**src/rtl/qstat_pkg.sv**
```systemverilog
package qstat_pkg;

   // Static per-queue attributes carried into every record
   typedef struct packed {
      logic dir;     // 1 = card-to-host
      logic bypass;  // 1 = bypass mode
      logic mm;      // 1 = memory-mapped
      logic enable;
      logic error;
   } qattr_t;

   localparam int ATTR_W = $bits(qattr_t);

   function automatic int qid_width(input int nq);
      return (nq > 1) ? $clog2(nq) : 1;
   endfunction

endpackage

```
**src/rtl/qstat_fifo.sv**
```systemverilog
module qstat_fifo #(
   parameter int W     = 8,
   parameter int DEPTH = 8,
   parameter int CW    = $clog2(DEPTH + 1)
) (
   input  logic          clk,
   input  logic          rst_n,
   input  logic          push,
   input  logic [W-1:0]  din,
   input  logic          pop,
   output logic [W-1:0]  dout,
   output logic          empty,
   output logic [CW-1:0] count
);
   localparam int AW = (DEPTH > 1) ? $clog2(DEPTH) : 1;

   logic [W-1:0]  mem [DEPTH];
   logic [AW-1:0] wr_ptr, rd_ptr, wr_nxt, rd_nxt;
   logic          full, do_pop, do_push;

   assign empty   = (count == '0);
   assign full    = (count == CW'(DEPTH));
   assign do_pop  = pop && !empty;
   assign do_push = push && (!full || do_pop);
   assign dout    = mem[rd_ptr];

   generate
      if ((DEPTH & (DEPTH - 1)) == 0) begin : g_pow2
         assign wr_nxt = wr_ptr + 1'b1;
         assign rd_nxt = rd_ptr + 1'b1;
      end else begin : g_wrap
         assign wr_nxt = (wr_ptr == AW'(DEPTH - 1)) ? '0 : wr_ptr + 1'b1;
         assign rd_nxt = (rd_ptr == AW'(DEPTH - 1)) ? '0 : rd_ptr + 1'b1;
      end
   endgenerate

   always_ff @(posedge clk) begin
      if (do_push) mem[wr_ptr] <= din;
   end

   always_ff @(posedge clk) begin
      if (!rst_n) begin
         wr_ptr <= '0;
         rd_ptr <= '0;
         count  <= '0;
      end else begin
         if (do_push) wr_ptr <= wr_nxt;
         if (do_pop)  rd_ptr <= rd_nxt;
         case ({do_push, do_pop})
            2'b10:   count <= count + 1'b1;
            2'b01:   count <= count - 1'b1;
            default: count <= count;
         endcase
      end
   end

   // head record is held while not consumed
   a_r9_hold_head: assert property (@(posedge clk) disable iff (!rst_n)
      (!empty && !pop) |=> (!empty && $stable(dout)));

   // no record arrives at a full buffer without a pop
   a_r10_no_overflow: assert property (@(posedge clk) disable iff (!rst_n)
      !(push && full && !pop));

   // a record pushed into an empty buffer is visible next cycle
   a_r11_fill_latency: assert property (@(posedge clk) disable iff (!rst_n)
      (push && empty) |=> !empty);

endmodule

```
**src/rtl/qstat_queue_ctrl.sv**
```systemverilog
module qstat_queue_ctrl #(
   parameter int NUM_Q = 8,
   parameter int IDX_W = 16,
   parameter int QID_W = 3
) (
   input  logic             clk,
   input  logic             rst_n,
   input  logic             ev_vld,
   input  logic [QID_W-1:0] ev_qid,
   input  logic             ev_inv,
   input  logic             ev_pidx_wr,
   input  logic [IDX_W-1:0] ev_pidx,
   input  logic             ev_arm_wr,
   input  logic             ev_arm,
   input  logic [IDX_W-1:0] ev_credits,
   input  logic [NUM_Q-1:0] q_enable,
   output logic             rec_push,
   output logic [IDX_W-1:0] rec_avail,
   output logic             rec_irq,
   output logic             rec_inv,
   output logic [NUM_Q-1:0] fetch_stop
);
   logic [IDX_W-1:0] last_q [NUM_Q];
   logic [NUM_Q-1:0] arm_q, stop_q;

   logic             qid_ok, sel_en, sel_arm;
   logic [IDX_W-1:0] sel_last;
   logic             inv_hit, upd_hit, arm_set;

   // Decode the addressed queue's state without out-of-range indexing
   always_comb begin
      qid_ok   = 1'b0;
      sel_en   = 1'b0;
      sel_arm  = 1'b0;
      sel_last = '0;
      for (int i = 0; i < NUM_Q; i++) begin
         if (ev_qid == QID_W'(i)) begin
            qid_ok   = 1'b1;
            sel_en   = q_enable[i];
            sel_arm  = arm_q[i];
            sel_last = last_q[i];
         end
      end
   end

   assign inv_hit  = ev_vld && qid_ok && ev_inv;
   assign upd_hit  = ev_vld && qid_ok && !ev_inv && sel_en;
   assign arm_set  = ev_arm_wr && ev_arm;

   assign rec_push  = inv_hit || (upd_hit && (ev_pidx_wr || arm_set));
   assign rec_inv   = inv_hit;
   assign rec_irq   = !inv_hit && arm_set && !sel_arm;
   assign rec_avail = inv_hit    ? ev_credits :
                      ev_pidx_wr ? (ev_pidx - sel_last) : '0;

   always_ff @(posedge clk) begin
      if (!rst_n) begin
         arm_q  <= '0;
         stop_q <= '0;
         for (int i = 0; i < NUM_Q; i++) last_q[i] <= '0;
      end else begin
         for (int i = 0; i < NUM_Q; i++) begin
            if (ev_qid == QID_W'(i)) begin
               if (inv_hit) begin
                  arm_q[i] <= 1'b0;
               end else if (upd_hit) begin
                  if (ev_pidx_wr) last_q[i] <= ev_pidx;
                  if (ev_arm_wr)  arm_q[i]  <= ev_arm;
               end
            end
            if (!q_enable[i])
               stop_q[i] <= 1'b0;
            else if (inv_hit && ev_qid == QID_W'(i))
               stop_q[i] <= 1'b1;
         end
      end
   end

   assign fetch_stop = stop_q;

   // the reported index follows the producer-index write
   a_r2_last_tracks: assert property (@(posedge clk) disable iff (!rst_n)
      (upd_hit && ev_pidx_wr) |=> (last_q[$past(ev_qid)] == $past(ev_pidx)));

   // an arm flag in a record leaves the arm bit set
   a_r3_arm_after_flag: assert property (@(posedge clk) disable iff (!rst_n)
      (rec_push && rec_irq) |=> arm_q[$past(ev_qid)]);

   // a disabled queue keeps its state across a non-invalidate write
   a_r6_disabled_frozen: assert property (@(posedge clk) disable iff (!rst_n)
      (ev_vld && qid_ok && !ev_inv && !sel_en)
         |=> ($stable(arm_q) && last_q[$past(ev_qid)] == $past(sel_last)));

   // invalidating an enabled queue raises its stop bit
   a_r7_stop_set: assert property (@(posedge clk) disable iff (!rst_n)
      (inv_hit && sel_en) |=> fetch_stop[$past(ev_qid)]);

   // an invalidate record never carries the arm flag
   a_r7_no_arm_on_inv: assert property (@(posedge clk) disable iff (!rst_n)
      rec_inv |-> !rec_irq);

endmodule

```
**src/rtl/qstat_event_gen.sv**
```systemverilog
module qstat_event_gen
   import qstat_pkg::*;
#(
   parameter int NUM_Q       = 8,
   parameter int IDX_W       = 16,
   parameter int PORT_W      = 2,
   parameter int FIFO_DEPTH  = 8,
   parameter int HALT_MARGIN = 1,
   parameter int QID_W       = qid_width(NUM_Q)
) (
   input  logic                    clk,
   input  logic                    rst_n,
   input  logic                    ev_vld,
   input  logic [QID_W-1:0]        ev_qid,
   input  logic                    ev_inv,
   input  logic                    ev_pidx_wr,
   input  logic [IDX_W-1:0]        ev_pidx,
   input  logic                    ev_arm_wr,
   input  logic                    ev_arm,
   input  logic [IDX_W-1:0]        ev_credits,
   input  logic [NUM_Q-1:0]        q_enable,
   input  logic [NUM_Q-1:0]        q_error,
   input  logic [NUM_Q-1:0]        q_dir,
   input  logic [NUM_Q-1:0]        q_bypass,
   input  logic [NUM_Q-1:0]        q_mm,
   input  logic [NUM_Q*PORT_W-1:0] q_port,
   input  logic                    evt_ready,
   output logic                    evt_valid,
   output logic [QID_W-1:0]        evt_qid,
   output logic [IDX_W-1:0]        evt_avail,
   output logic                    evt_irq_arm,
   output logic                    evt_qinv,
   output logic                    evt_dir,
   output logic                    evt_bypass,
   output logic                    evt_mm,
   output logic                    evt_enable,
   output logic                    evt_error,
   output logic [PORT_W-1:0]       evt_port,
   output logic                    halt_fetch,
   output logic [NUM_Q-1:0]        fetch_stop
);
   localparam int REC_W    = QID_W + IDX_W + 2 + ATTR_W + PORT_W;
   localparam int CNT_W    = $clog2(FIFO_DEPTH + 1);
   localparam int HALT_LVL = FIFO_DEPTH - HALT_MARGIN;

   generate
      if (NUM_Q < 1)                 begin : g_bad_nq   $error("NUM_Q must be at least 1");                end
      if (IDX_W < 2)                 begin : g_bad_idx  $error("IDX_W must be at least 2");                end
      if (PORT_W < 1)                begin : g_bad_port $error("PORT_W must be at least 1");               end
      if (FIFO_DEPTH < 2)            begin : g_bad_dep  $error("FIFO_DEPTH must be at least 2");           end
      if (HALT_MARGIN < 1 || HALT_MARGIN >= FIFO_DEPTH)
                                     begin : g_bad_mrg  $error("HALT_MARGIN must lie in 1..FIFO_DEPTH-1"); end
   endgenerate

   logic             rec_push, rec_irq, rec_inv;
   logic [IDX_W-1:0] rec_avail;
   qattr_t           sel_attr, head_attr;
   logic [PORT_W-1:0] sel_port;
   logic [REC_W-1:0] rec_word, head_word;
   logic             fifo_empty, pop;
   logic [CNT_W-1:0] fifo_count;

   qstat_queue_ctrl #(
      .NUM_Q (NUM_Q),
      .IDX_W (IDX_W),
      .QID_W (QID_W)
   ) u_qctrl (
      .clk        (clk),
      .rst_n      (rst_n),
      .ev_vld     (ev_vld),
      .ev_qid     (ev_qid),
      .ev_inv     (ev_inv),
      .ev_pidx_wr (ev_pidx_wr),
      .ev_pidx    (ev_pidx),
      .ev_arm_wr  (ev_arm_wr),
      .ev_arm     (ev_arm),
      .ev_credits (ev_credits),
      .q_enable   (q_enable),
      .rec_push   (rec_push),
      .rec_avail  (rec_avail),
      .rec_irq    (rec_irq),
      .rec_inv    (rec_inv),
      .fetch_stop (fetch_stop)
   );

   // Attribute capture for the addressed queue
   always_comb begin
      sel_attr = '0;
      sel_port = '0;
      for (int i = 0; i < NUM_Q; i++) begin
         if (ev_qid == QID_W'(i)) begin
            sel_attr.dir    = q_dir[i];
            sel_attr.bypass = q_bypass[i];
            sel_attr.mm     = q_mm[i];
            sel_attr.enable = q_enable[i];
            sel_attr.error  = q_error[i];
            sel_port        = q_port[i*PORT_W +: PORT_W];
         end
      end
   end

   assign rec_word = {ev_qid, rec_avail, rec_irq, rec_inv, sel_attr, sel_port};

   qstat_fifo #(
      .W     (REC_W),
      .DEPTH (FIFO_DEPTH),
      .CW    (CNT_W)
   ) u_fifo (
      .clk   (clk),
      .rst_n (rst_n),
      .push  (rec_push),
      .din   (rec_word),
      .pop   (pop),
      .dout  (head_word),
      .empty (fifo_empty),
      .count (fifo_count)
   );

   assign evt_valid = !fifo_empty;
   assign pop       = evt_valid && evt_ready;
   assign {evt_qid, evt_avail, evt_irq_arm, evt_qinv, head_attr, evt_port} = head_word;
   assign evt_dir    = head_attr.dir;
   assign evt_bypass = head_attr.bypass;
   assign evt_mm     = head_attr.mm;
   assign evt_enable = head_attr.enable;
   assign evt_error  = head_attr.error;

   assign halt_fetch = (fifo_count >= CNT_W'(HALT_LVL));

   // the halt level is only reached through a new record
   a_r10_halt_by_push: assert property (@(posedge clk) disable iff (!rst_n)
      $rose(halt_fetch) |-> $past(rec_push));

   // halt implies records are waiting
   a_r10_halt_has_data: assert property (@(posedge clk) disable iff (!rst_n)
      halt_fetch |-> evt_valid);

   // an accepted record with nothing new drains the output
   a_r9_drain_last: assert property (@(posedge clk) disable iff (!rst_n)
      (pop && fifo_count == CNT_W'(1) && !rec_push) |=> !evt_valid);

endmodule

```
**config.mk**
```make
export PLATFORM = sky130hd
export DESIGN_NAME = qstat_event_gen
export DESIGN_NICKNAME = d
export VERILOG_FILES = /design/src/rtl/qstat_pkg.sv /design/src/rtl/qstat_fifo.sv /design/src/rtl/qstat_queue_ctrl.sv /design/src/rtl/qstat_event_gen.sv
export SDC_FILE = /design/constraint.sdc
export NUM_CORES = 1
export LEC_CHECK = 0
export ABC_CLOCK_PERIOD_IN_PS = 8300
export CORE_ASPECT_RATIO = 0.5
export CORE_MARGIN = 2
export CORE_UTILIZATION = 45
export DETAILED_ROUTE_END_ITERATION = 6
export DONT_BUFFER_PORTS = 1
export GPL_TIMING_DRIVEN = 0
export SLEW_MARGIN = 20
export SYNTH_ARGS = -nofsm -noshare
export SYNTH_HDL_FRONTEND = slang
export SYNTH_SLANG_ARGS = --single-unit
export TNS_END_PERCENT = 20
```
**constraint.sdc**
```tcl
create_clock -name clk -period 8.3 [get_ports clk]
set_input_delay 1.66 -clock clk [delete_from_list [all_inputs] [get_ports clk]]
set_output_delay 1.66 -clock clk [all_outputs]
set_load 0.05 [all_outputs]
```
# Word level (Yosys, flattened, before mapping)
# Memory sizes are Yosys's and may differ from the RTL's. A register that Yosys moved wholly into a read port is not among the register bits.
# Index checks and enable logic that the tools add are counted.
# totals
register_bits	26
mem_bits_rw	352
input_bits	99
out_inout_bits	38
word_cells	187
memories	2
# op_classes
add_sub_neg	5
n_lt_le_gt_ge	1
n_eq_ne	10
muxes	94
n_bitwise	8
reduce_logical	48
# mem_list
memory	depth	width	read_ports	rd_clocked_by_memory_dff	wr	line_no	source
u_fifo.mem	8	28	1	1	1	qstat_fifo.sv:17	logic [W-1:0] mem [DEPTH];
u_qctrl.last_q	8	16	8	0	8	qstat_queue_ctrl.sv:23	logic [IDX_W-1:0] last_q [NUM_Q];
# op_table
operator	n
$mux 16	18
$mux 1	57
$mux 5	8
$reduce_and 3->1	8
$logic_and 1x1->1	19
$mux 2	8
$reduce_and 2->1	8
$sub 16x16->16	1
$eq 3x3->1 const B	4
$or 1x1->1	8
$pmux 4 s2	1
$add 3x1->3 const B	2
$eq 3x2->1 const B	2
$mux 3	2
$reduce_bool 2->1	3
$logic_not 1->1	5
$add 4x1->4 const B	1
$eq 4x4->1 const B	1
$ge 4x3->1 const B	1
$logic_not 4->1	1
$sub 4x1->4 const B	1
$eq 3x1->1 const B	1
$logic_not 3->1	1
$logic_or 1x1->1	3
2 further kinds	2

# Longest topological paths before layout
# Gate-level depths: netlist (run 1).
# logic_depth
ltp_word	18
ltp_mapped	15
mapped_depth_nobuf	13

# Modules after synthesis
# A second synthesis (run 1) with hierarchy kept.
# hier_totals
cells_unflattened	1103
area_unflattened_um2	16966.3
# modules_own_cells
module	n_inst	cells_per_inst	area_each_um2
qstat_fifo	1	397	9101.2
qstat_queue_ctrl	1	642	7313.3
qstat_event_gen	1	64	551.8

# Least setup slack after synthesis (run 1)
# Ideal clock, no wire load.
# synth_timing
kind	input -> register
from	input ev_qid[1]
to	memory u_fifo.mem[4][0] in the netlist's numbering (enable)
setup_ns	0.494
arrival_ns	5.915
required_time_ns	7.806
slack_ns	1.891
path_stages	5
n_path_buf	1
path_cell_list	clkbuf_1 mux4_2 a21oi_4 nand2_1 nor4b_1
# synth_between
elab_chain_len	17
# synth_lines
item	line_no	source
from (decl)	qstat_event_gen.sv:14	input logic [QID_W-1:0] ev_qid,
$logic_not 3->1	qstat_queue_ctrl.sv:37	if (ev_qid == QID_W'(i)) begin
$mux 1 (8 in series)	qstat_queue_ctrl.sv:37	
$logic_and 1x1->1	qstat_queue_ctrl.sv:46, qstat_queue_ctrl.sv:47	
$logic_and 1x1->1 (2 in series)	qstat_queue_ctrl.sv:47	assign upd_hit = ev_vld && qid_ok && !ev_inv && sel_en;
$logic_and 1x1->1	qstat_queue_ctrl.sv:50	assign rec_push = inv_hit || (upd_hit && (ev_pidx_wr || arm_set));
$logic_or 1x1->1 *	qstat_queue_ctrl.sv:50	
$logic_and 1x1->1 *	qstat_fifo.sv:24	assign do_push = push && (!full || do_pop);
$mux 1 *	qstat_fifo.sv:38	if (do_push) mem[wr_ptr] <= din;
$mux 1 (implied by the code) *	qstat_fifo.sv:38	
to (decl)	qstat_fifo.sv:17	
# Every way passes the cells marked *; elsewhere a longest branch is shown, timed or not.

# Final worst setup path (run 1)
# layout_timing
from	input ev_qid[1]
to	memory u_fifo.mem[0][19] in the netlist's numbering, data pin
# layout_between
elab_chain_len	12
# layout_lines
item	line_no	source
$logic_not 3->1	qstat_queue_ctrl.sv:37	
$mux 16 / $mux 1 (equally long branches) (8 in series)	qstat_queue_ctrl.sv:37	
$sub 16x16->16 / $logic_and 1x1->1 (equally long branches)	qstat_queue_ctrl.sv:54, qstat_queue_ctrl.sv:46	
$mux 16 / $logic_and 1x1->1 (equally long branches)	qstat_queue_ctrl.sv:54, qstat_queue_ctrl.sv:46	
$mux 16 *	qstat_queue_ctrl.sv:53	assign rec_avail = inv_hit ? ev_credits :
named net rec_avail[10]	qstat_event_gen.sv:56	logic [IDX_W-1:0] rec_avail;
# The timed path passes the listed nets; every way through them passes the cells marked *.

==> flow_metrics.env, run 1 <==
export IMPL_finalCritPeriodShare_pct=80.3
export IMPL_grt_pass1_vias=10237
export IMPL_crit_required_ps=8550
export IMPL_drt_pass1_iter_count=7
export IMPL_synth_seq_cells=381
export IMPL_die_h_um=140
export IMPL_critPathCaptureType="register"
export IMPL_wire_per_inst_um=24.9
export IMPL_cts_resized=0
export IMPL_grt_pass1_wl_um=62800
export IMPL_worstMarginPinSlew_ps=1110
export IMPL_ys_warn_count=0
export IMPL_worstSetupPathType="primary input to register"
export IMPL_dp_hpwl_um=30600
export IMPL_hold_start="u_fifo.rd_ptr[1]$_SDFFE_PN0P_"
export IMPL_cts_max_path_buffers=3
export IMPL_utilization_pct=52.1
export IMPL_grt_max_degree=21
export IMPL_seqPwrFrac_pct=47.0
export IMPL_hp_class="register to register"
export IMPL_clock_skew_ps=21.0
export IMPL_slowest_stage="o31ai_2"
export IMPL_io_pins=137
export IMPL_syn_to_final_growth_pct=13.0
export IMPL_path_cells="clkbuf_1, clkinv_1, nand2_1, clkbuf_1, o22ai_1, a222oi_1, ha_1, inv_1, fa_1, a21o_1, a21oi_1, o21ai_0, and3_1, o31a_1, o31ai_2"
export IMPL_reg2reg_setup_slack_ps=4120
export IMPL_p_int_mw=3.43
export IMPL_syn_avg_cell_area_um2=14.9
export IMPL_drt_iter0_drc=1084
export IMPL_reg2reg_from="u_qctrl.last_q[3][16]$_DFFE_PP_"
export IMPL_clock_sinks=381
export IMPL_grt_usage_pct=21.8
export IMPL_yosysSeqAreaShare_pct=66.7
export IMPL_core_area_mm2=0.0362
export IMPL_cp_data_arrival_time_ps=6910
export IMPL_rsz0062_at_grt="false"
export IMPL_cts_hold_buf=0
export IMPL_dieArea_mm2=0.0388
export IMPL_crit_path_frequent_cell="clkbuf_1"
export IMPL_path_clk_slew_ps=70
export IMPL_final_nets=1323
export IMPL_synthCells=1124
export IMPL_switchingPower_mw=1.35
export IMPL_gp_congestion=0.867
export IMPL_holdPathStages=2
export IMPL_clockRootBuffer="clkbuf_16"
export IMPL_cp_start_kind="primary input"
export IMPL_p_clk_share_pct=34.7
export IMPL_vias=10096
export IMPL_drv_cap=0
export IMPL_fin_crit_ps=6670
export IMPL_gr_total_overflow=0
export IMPL_power_leakage_nw=6.33
export IMPL_ant_nets=0
export IMPL_worstSkewPairLatency_ps=560
export IMPL_synth_edf_count=352
export IMPL_num_rows=49
export IMPL_fin_ws_ps=1630
export IMPL_numCtsBuffers=37
export IMPL_worstPathMaxFanout=10
export IMPL_insertedDiodeCount=0
export IMPL_comb_power_share_pct=18.2
export IMPL_reg2reg_depth=12
export IMPL_synth_main_ff_cell="edfxtp_1"
export IMPL_mostFrequentLayoutCell="edfxtp_1"
export IMPL_reg2reg_to="u_fifo.mem[0][19]$_DFFE_PP_"
export IMPL_cpPeakStageDelay_ps=640
export IMPL_pwr_density_cell_mw_per_mm2=253
export IMPL_maxSlewHeadroom_pct=25.7
export IMPL_post_cts_buffers=0
export IMPL_vdd_drop_max_v=0.000117
export IMPL_detailedPlace_worstSlack_ps=835
export IMPL_yosysUniqueCellTypes=62
export IMPL_vias_per_cell=5.89
export IMPL_cts_tree="done"
export IMPL_fin_setup_tns_ps=0
export IMPL_synth_area_mm2=0.0167
export IMPL_switching_share_pct=28.2
export IMPL_htree_levels=2
export IMPL_post_route_drc_count=0
export IMPL_place_port_buffers=0
export IMPL_drv_slew=0
export IMPL_drive_above_1_share_pct=20.2
export IMPL_routed_wl_um=42600
export IMPL_async_flop_share_pct=0
export IMPL_fillers=2986
export IMPL_fmax_ghz=0.150
export IMPL_die_x_um=277
export IMPL_setup_viol=0
export IMPL_start_util_pct=46.1
export IMPL_antenna_found_initial=0
export IMPL_synth_net_count=1245
export IMPL_hold_viol_final=0
export IMPL_final_cell_mix="352 x edfxtp_1, 129 x nor2_1, 80 x nand2_1"
export IMPL_outcome="completed"
[per-stage QoR]
stage                     instance area (µm²)  hold WS, ps  total power [mW]  std cells
after global routing                    18900          544              4.94       1713
after detailed placement                17700          500              3.16       1644
final                                   18900          507              4.78       1713
after CTS                               18800          513              4.80       1710
after global placement                  17300          482              3.13       1608
after floorplan                         16700          467              2.95       1124
[cells by family after synthesis]
family          count (synthesis)  share of synthesized area (%)
xor+xnor                       14                          0.734
compound gates                175                           6.94
simple gates                  292                           7.87
fa+ha+maj                      22                           1.74
flops                         381                           66.7
mux                           148                           13.7
buf+inv                        92                           2.30
[power groups by stage]
stage	sequential, mW	clock (mW)	combinational, mW
finish	2.25	1.66	0.872
global route	2.26	1.75	0.931
CTS	2.25	1.68	0.872
detailed placement	2.29	0	0.869
global placement	2.29	0	0.844
floorplan	2.28	0	0.668
[synth_stat cells (6+ instances only)]
library cell	instances	area share [%]
nor2_1	130	2.9
mux2_2	54	3.6
buf_1	6	0.13
edfxtp_1	352	63
mux4_2	59	8.0
nor3_1	7	0.21
nor2b_1	16	0.60
o22ai_1	32	1.2
xnor2_1	11	0.58
buf_2	16	0.48
dfxtp_1	29	3.5
o31ai_1	6	0.27
nand2_1	80	1.8
a221o_1	9	0.54
nand3_1	13	0.39
inv_1	28	0.63
a31oi_1	6	0.22
o21ai_0	35	1.0
o211ai_1	8	0.36
clkbuf_1	38	0.85
ha_1	20	1.5
nand2b_1	7	0.26
and2_1	8	0.30
mux2i_1	35	2.1
a211oi_1	8	0.36
and3_1	6	0.22
a21oi_1	36	1.1
[worst max path at each step]
stage	from	end	cells after the start
floorplan	ev_qid[1]	u_fifo.mem[4][0]$_DFFE_PP_	5
global placement	ev_qid[1]	u_fifo.mem[4][21]$_DFFE_PP_	7
detailed placement	ev_qid[1]	u_fifo.mem[4][19]$_DFFE_PP_	15
CTS	ev_qid[1]	u_fifo.mem[3][19]$_DFFE_PP_	15
global route	ev_qid[1]	u_fifo.mem[0][19]$_DFFE_PP_	15
finish	ev_qid[1]	u_fifo.mem[0][19]$_DFFE_PP_	15
[critical path, delay by kind of cell]
family	cells	cell delay, ps
AOI/OAI and AO/OA	7	2530
buffers and inverters	4	1500
adders and majority gates	2	680
and+or+nand+nor	2	540
[sequential cells by signal, summed over array words and instances, names as in the netlist, named ones only]
name	count
u_fifo.rd_ptr	3
u_qctrl.arm_q	8
u_fifo.count	4
u_fifo.mem	224
u_qctrl.last_q	128
u_qctrl.fetch_stop	8
u_fifo.wr_ptr	3
[per-layer routing]
layer / vias up / wire length [µm] / global-route usage (%)
met5: - / 0 / 0
met4: 0 / 1250 / 7.79
met3: 68 / 2700 / 3.57
met2: 388 / 21000 / 37.1
met1: 5136 / 17700 / 28.6
li1: 4504 / - / -
[cell type report]
type / count / area, µm² / share of cell area, %
Tap cell: 484 / 606 / 3.21
Multi-Input combinational cell: 651 / 5260 / 27.9
Timing Repair Buffer: 39 / 299 / 1.58
Sequential cell: 381 / 11200 / 59.1
Inverter: 29 / 109 / 0.577
Clock inverter: 21 / 184 / 0.974
Buffer: 63 / 275 / 1.46
Clock buffer: 45 / 997 / 5.28
Note: power is estimated with default switching activity, not from simulation.
==> inputs of run 2 (changes only) <==
- ABC_AREA: not set -> 1
- ABC_CLOCK_PERIOD_IN_PS: 8300 -> 6440
- clock period: 8.3 -> 6.44 ns (I/O delays scaled with it)
==> run 2 against run 1 <==
Combinational power grew 89%. Power grew 39%. Final cell count grew 22%. Via count grew 15%. Synthesized cell count grew 35%. First-iteration DRC count grew 5.3%. Sequential power grew 28%. Synthesized area shrank 1.5%. Global-route usage grew 0.88 points. Critical path depth grew 2. Worst hold slack lost 46 ps. Register-to-register slack lost 1300 ps. Largest cell class unchanged. Highest routed layer unchanged.
==> flow_metrics.env, run 2 <==
export IMPL_reg_top3="u_fifo.mem x224, u_qctrl.last_q x128"
export IMPL_cts_max_path_buffers=3
export IMPL_worstPathMaxFanout=10
export IMPL_slowest_stage="o21ai_0"
export IMPL_fin_cells=2096
export IMPL_antenna_found_initial=1
export IMPL_synth_area_mm2=0.0165
export IMPL_outcome="completed"
export IMPL_yosysMostFrequentCell="edfxtp_1"
export IMPL_cp_top_family="compound AO/OA/AOI/OAI gates"
export IMPL_hold_viol_final=0
export IMPL_pwr_density_cell_mw_per_mm2=356
export IMPL_start_util_pct=45.7
export IMPL_post_cts_buffers=0
export IMPL_cts_resized=0
export IMPL_maxSlewHeadroom_pct=21.2
export IMPL_synth_seq_cells=381
export IMPL_route_met3_wl_um=3220
export IMPL_drv_slew=0
export IMPL_post_route_drc_count=0
export IMPL_path_buf_inv=3
export IMPL_ys_top_cells_by_count="352 x edfxtp_1, 350 x nor2_1, 203 x nand2_1"
export IMPL_synth_area_leader_cell="edfxtp_1"
export IMPL_grt_pass1_wl_um=65400
export IMPL_num_rows=49
export IMPL_largest_reg_flops=224
export IMPL_async_flop_share_pct=0
export IMPL_synth_net_count=1644
export IMPL_worstMarginPinSlew_ps=1180
export IMPL_syn_avg_cell_area_um2=10.8
export IMPL_place_inst=2028
export IMPL_routed_wl_um=43500
export IMPL_setup_viol=0
export IMPL_hp_class="register to register"
export IMPL_final_nets=1703
export IMPL_path_clk_slew_ps=70
export IMPL_clock_skew_ps=19.6
export IMPL_grt_max_degree=19
export IMPL_ant_nets=0
export IMPL_fillers=3077
export IMPL_worstSetupPathType="primary input to register"
export IMPL_p_total_mw=6.65
export IMPL_finalCritPeriodShare_pct=78.7
export IMPL_dr_max_layer_used="met4"
export IMPL_ys_warn_count=0
export IMPL_grt_usage_pct=22.7
export IMPL_wire_per_inst_um=20.8
export IMPL_wl_met1_um=18200
export IMPL_path_cells="buf_2, nor2_1, nand2_1, inv_1, clkbuf_1, a22oi_1, nand4_1, o21ai_0, nand3_1, o21ai_0, ha_1, nand2_1, o21ai_0, a21oi_1, nand2_1, nor2_1, o21ai_0"
export IMPL_cts_tree="done"
export IMPL_power_leakage_nw=6.57
export IMPL_dieArea_mm2=0.0382
export IMPL_vdd_drop_max_v=0.000145
export IMPL_cp_data_arrival_time_ps=5240
export IMPL_clock_sinks=381
export IMPL_crit_required_ps=6610
export IMPL_rsz0062_at_grt="false"
export IMPL_synth_main_ff_cell="edfxtp_1"
export IMPL_dp_hpwl_um=31500
export IMPL_place_port_buffers=0
export IMPL_syn_to_final_growth_pct=13.7
export IMPL_vias=11598
export IMPL_critPathCaptureType="register"
export IMPL_mostFrequentLayoutCell="edfxtp_1"
export IMPL_cp_start_kind="primary input"
export IMPL_regMostFlops="u_fifo.mem"
export IMPL_drt_iter0_drc=1141
export IMPL_yosysUniqueCellTypes=41
export IMPL_final_cell_mix="352 x edfxtp_1, 346 x nor2_1, 203 x nand2_1"
export IMPL_synthCells=1523
export IMPL_grt_pass1_vias=11208
export IMPL_fin_crit_ps=5070
export IMPL_yosysSeqAreaShare_pct=67.7
export IMPL_cts_hold_buf=0
export IMPL_numCtsBuffers=36
export IMPL_die_x_um=274
export IMPL_io_pins=137
export IMPL_clockRootBuffer="clkbuf_16"
export IMPL_core_area_mm2=0.0360
export IMPL_met2WireLength_um=20800
export IMPL_vias_per_cell=5.53
export IMPL_drv_cap=0
export IMPL_die_h_um=139
export IMPL_fmax_ghz=0.197
export IMPL_gp_congestion=0.911
export IMPL_crit_path_frequent_cell="o21ai_0"
export IMPL_drt_pass1_iter_count=7
export IMPL_drive_above_1_share_pct=8.57
export IMPL_yosysTopAreaCellShare_pct=64.2
export IMPL_gr_total_overflow=0
export IMPL_synth_edf_count=352
export IMPL_htree_levels=2
export IMPL_synth_area_top_cells="edfxtp_1 64%, nor2_1 8.0%, o21ai_0 4.7%"
export IMPL_cpPeakStageDelay_ps=910
export IMPL_worstSkewPairLatency_ps=540
export IMPL_utilization_pct=52.0
==> run 2: changes by cell type in the layout (fill, tap and decap cells not counted), sizes merged, moves of 54 or more <==
cell and change:
nand2 +121, mux4 -59, inv +55, mux2 -54
o21ai +120, nor2 +224
==> run 2: through the flow <==
stage	setup WS (ps)	area (µm²)	TNS (ps)	hold slack [ps]
after floorplan	1680	16500	0	412
after CTS	1370	18700	0	462
after global placement	-852	17100	-73200	434
final	1370	18700	0	461
after detailed placement	815	17500	0	452
after global routing	1080	18700	0	484
==> run 2: cells by family (layout without fill, tap and decap cells) <==
group | after synthesis | after routing | synth area share, %
other | 0 | 2 | 0
adders and majority gates | 22 | 22 | 1.76
xor gates and xnor gates | 3 | 3 | 0.160
buffers and inverters | 157 | 244 | 3.66
AOI/OAI and AO/OA | 329 | 329 | 11.2
and+or+nand+nor | 631 | 631 | 15.4
DFF | 381 | 381 | 67.7
==> run 2: per-layer routing <==
metal	up-vias	GRT usage (%)
met2	421	37.5
met1	5599	30.3
met5	-	0
met4	0	7.18
met3	76	4.47
li1	5502	-
==> run 2: report_power, final <==
group          switching (mW)  internal [mW]
combinational            1.27          0.378
clock                   0.938           1.18
sequential             0.0403           2.85
==> run 2: path summary, 6_finish.rpt <==
path	startpoint	slack, ps	endpoint	depth (start not counted)
min reg2reg	u_qctrl.arm_q[6]$_SDFFE_PN0P_	460	u_qctrl.arm_q[6]$_SDFFE_PN0P_	2
max reg2reg	u_qctrl.last_q[0][9]$_SDFFCE_PN0P_	2820	u_fifo.mem[0][19]$_DFFE_PP_	12
min	u_qctrl.arm_q[6]$_SDFFE_PN0P_	460	u_qctrl.arm_q[6]$_SDFFE_PN0P_	2
max	ev_qid[0]	1370	u_fifo.mem[0][19]$_DFFE_PP_	17
==> run 2: final cells by class <==
type,instances,area (µm²),area share (%)
flip-flops and latches,381,11200,59.6
multi-input cells,985,4930,26.3
clock buffers,48,987,5.28
well taps,484,606,3.24
inverters,83,312,1.66
plain buffers,74,290,1.55
repair buffers,21,268,1.43
clock inverters,18,168,0.896
diodes,2,5.00,0.0267
==> run 2: worst reg2reg max path, cell delays in order, from the launching register on <==
cell and delay [ps]:
edfxtp_1 360, a22o_1 240, a21oi_1 160, nand3_1 130, a2111oi_0 430, ha_1 370, a21oi_1 150, o21ai_0 140
a21oi_1 140, nand2_1 80, nand2_1 80, nand2_1 50, o21ai_0 920
==> inputs of run 3 (changes only) <==
- ABC_CLOCK_PERIOD_IN_PS: 6440 -> 4600
- clock period: 6.44 -> 4.6 ns (I/O delays scaled with it)
==> run 3 against run 2 <==
Utilization is essentially flat. Power is 40% higher. Clock power rose by 40%. Global-route usage stayed put. Via count up 0.17%. Sequential power up 40%. Die area did not move. Final cell count about the same. Cell area barely moved. Flip-flop and latch count unchanged.
==> flow_metrics.env, run 3 (synthesis gave the netlist of run 2 again) <==
export IMPL_outcome="completed"
export IMPL_reg2reg_depth=13
export IMPL_p_int_mw=6.17
export IMPL_cp_endpoint="u_fifo.mem[0][17]$_DFFE_PP_"
export IMPL_utilization_pct=52.0
export IMPL_largest_reg_flops=224
export IMPL_drt_iter0_drc=1175
export IMPL_grt_pass1_vias=11208
export IMPL_maxSlewHeadroom_pct=20.8
export IMPL_crit_required_ps=4830
export IMPL_critPathCaptureType="register"
export IMPL_post_route_drc_count=0
export IMPL_path_clk_slew_ps=70
export IMPL_gr_total_overflow=0
export IMPL_ant_nets=0
export IMPL_fin_crit_ps=4370
export IMPL_worstPathMaxFanout=10
export IMPL_grt_max_degree=19
export IMPL_comb_power_share_pct=24.8
export IMPL_core_area_mm2=0.0360
export IMPL_fmax_ghz=0.229
export IMPL_hold_viol_final=0
export IMPL_wire_per_inst_um=20.8
export IMPL_clock_sinks=381
export IMPL_pwr_density_cell_mw_per_mm2=498
export IMPL_p_clk_share_pct=31.8
export IMPL_critPathLaunch="ev_qid[0]"
export IMPL_switchingPower_mw=3.15
export IMPL_seqPwrFrac_pct=43.5
export IMPL_power_leakage_nw=6.59
export IMPL_die_x_um=274
export IMPL_finalCritPeriodShare_pct=95.1
export IMPL_gp_congestion=0.911
export IMPL_start_util_pct=45.7
export IMPL_place_port_buffers=0
export IMPL_cp_data_arrival_time_ps=4600
export IMPL_htree_levels=2
export IMPL_reg2reg_to="u_fifo.mem[3][24]$_DFFE_PP_"
export IMPL_worstSkewPairLatency_ps=540
export IMPL_drt_pass1_iter_count=7
export IMPL_reg2reg_setup_slack_ps=1250
export IMPL_io_pins=137
export IMPL_fillers=3072
export IMPL_antenna_found_initial=1
export IMPL_drv_slew=0
export IMPL_grt_usage_pct=22.7
export IMPL_vdd_drop_max_v=0.000202
export IMPL_syn_to_final_growth_pct=13.8
export IMPL_cp_start_kind="primary input"
export IMPL_multi_input_area_mm2=0.00494
export IMPL_worstSetupPathType="primary input to register"
export IMPL_final_nets=1703
export IMPL_clockRootBuffer="clkbuf_16"
export IMPL_reg2reg_from="u_qctrl.last_q[0][9]$_SDFFCE_PN0P_"
export IMPL_drv_cap=0
export IMPL_mostFrequentLayoutCell="edfxtp_1"
export IMPL_switching_share_pct=33.8
export IMPL_vias=11618
export IMPL_routed_wl_um=43600
export IMPL_final_cell_mix="352 x edfxtp_1, 346 x nor2_1, 202 x nand2_1"
export IMPL_setup_viol=0
export IMPL_drive_above_1_share_pct=8.88
export IMPL_die_h_um=139
export IMPL_num_rows=49
export IMPL_p_total_mw=9.32
export IMPL_fin_setup_tns_ps=0
export IMPL_reg_top3="u_fifo.mem x224, u_qctrl.last_q x128"
export IMPL_regMostFlops="u_fifo.mem"
export IMPL_seq_area_mm2=0.0112
export IMPL_hp_class="register to register"
export IMPL_cts_max_path_buffers=3
export IMPL_vias_per_cell=5.55
export IMPL_dieArea_mm2=0.0382
export IMPL_rsz0062_at_grt="false"
export IMPL_clock_skew_ps=19.3
export IMPL_worstMarginPinSlew_ps=1180
export IMPL_grt_pass1_wl_um=65400
export IMPL_dp_hpwl_um=31500
export IMPL_numCtsBuffers=36
export IMPL_cts_tree="done"
==> run 3: changes by cell type in the layout (fill, tap and decap cells not counted), moves of 2 or more <==
cell	before	now
clkbuf_2	0	4
nor3_2	6	4
nor3_4	1	3
buf_1	6	4
o21ai_1	5	7
o21ai_0	149	147
clkbuf_1	67	65
==> run 3: final cells by class <==
class | count | area share, %
sequential | 381 | 59.5
multi-input combinational | 985 | 26.4
clock buffer | 48 | 5.27
tap | 484 | 3.23
inverter | 83 | 1.66
buffer | 74 | 1.58
timing repair buffer | 21 | 1.43
clock inverter | 18 | 0.895
antenna | 1 | 0.0134
==> run 3: through the flow <==
stage | setup WS (ps) | instance area, µm² | cells | hold slack [ps]
global placement | -2320 | 17100 | 2007 | 434
CTS | 34.9 | 18700 | 2094 | 456
floorplan | 209 | 16500 | 1523 | 412
global route | 12.6 | 18700 | 2095 | 447
detailed placement | -657 | 17500 | 2028 | 452
finish | 227 | 18700 | 2095 | 460
==> run 3: worst min-delay path by stage <==
| stage | slack [ps] | depth (start not counted) | startpoint | end |
|---|---|---|---|---|
| 4_1_cts | 460 | 0 | ev_qid[1] | u_fifo.mem[6][26]$_DFFE_PP_ |
| 3_5_place_dp | 450 | 2 | u_qctrl.arm_q[0]$_SDFFE_PN0P_ | u_qctrl.arm_q[0]$_SDFFE_PN0P_ |
| 6_report | 460 | 2 | u_qctrl.arm_q[6]$_SDFFE_PN0P_ | u_qctrl.arm_q[6]$_SDFFE_PN0P_ |
| 3_3_place_gp | 430 | 1 | u_fifo.rd_ptr[2]$_SDFFE_PN0P_ | u_fifo.rd_ptr[2]$_SDFFE_PN0P_ |
| 5_1_grt | 450 | 0 | ev_qid[0] | u_fifo.mem[6][25]$_DFFE_PP_ |
| 2_1_floorplan | 410 | 1 | u_fifo.rd_ptr[2]$_SDFFE_PN0P_ | register |
==> run 3: power by group through the flow <==
stage / clock network [mW] / logic [mW] / registers, mW
after CTS: 3.00 / 2.30 / 4.05
after detailed placement: 0 / 2.29 / 4.13
after global routing: 3.13 / 2.50 / 4.06
final: 2.96 / 2.31 / 4.05
after floorplan: 0 / 1.66 / 4.11
after global placement: 0 / 2.16 / 4.13
==> run 3: layer usage <==
metal,track usage [%],wire length (µm),vias to the layer above
met2,37.5,20800,420
met4,7.18,1300,0
met3,4.47,3150,76
met5,0,0,-
met1,30.3,18400,5621
li1,-,-,5501
==> run 3: worst max-delay path, stage by stage <==
cell and delay (ps):
buf_2 200, inv_1 160, nor3_1 400, buf_2 330, clkinv_1 350, o21ai_0 340, nand2_1 70, o21ai_0 80
ha_1 320, a21oi_1 150, o21ai_0 160, a21oi_1 190, nor2_1 90, o21ai_0 140, nand2_1 90, o21ai_1 340
nand2_1 250
==> run 3: repair_timing <==
item / CTS / global route
hold buffers: 0 / 0
resized for setup: 3 / 9
endpoints found under the hold margin: 0 / 0
pin swaps: 0 / 0
setup buffers: 0 / 0
setup endpoints to repair: 24 / 56
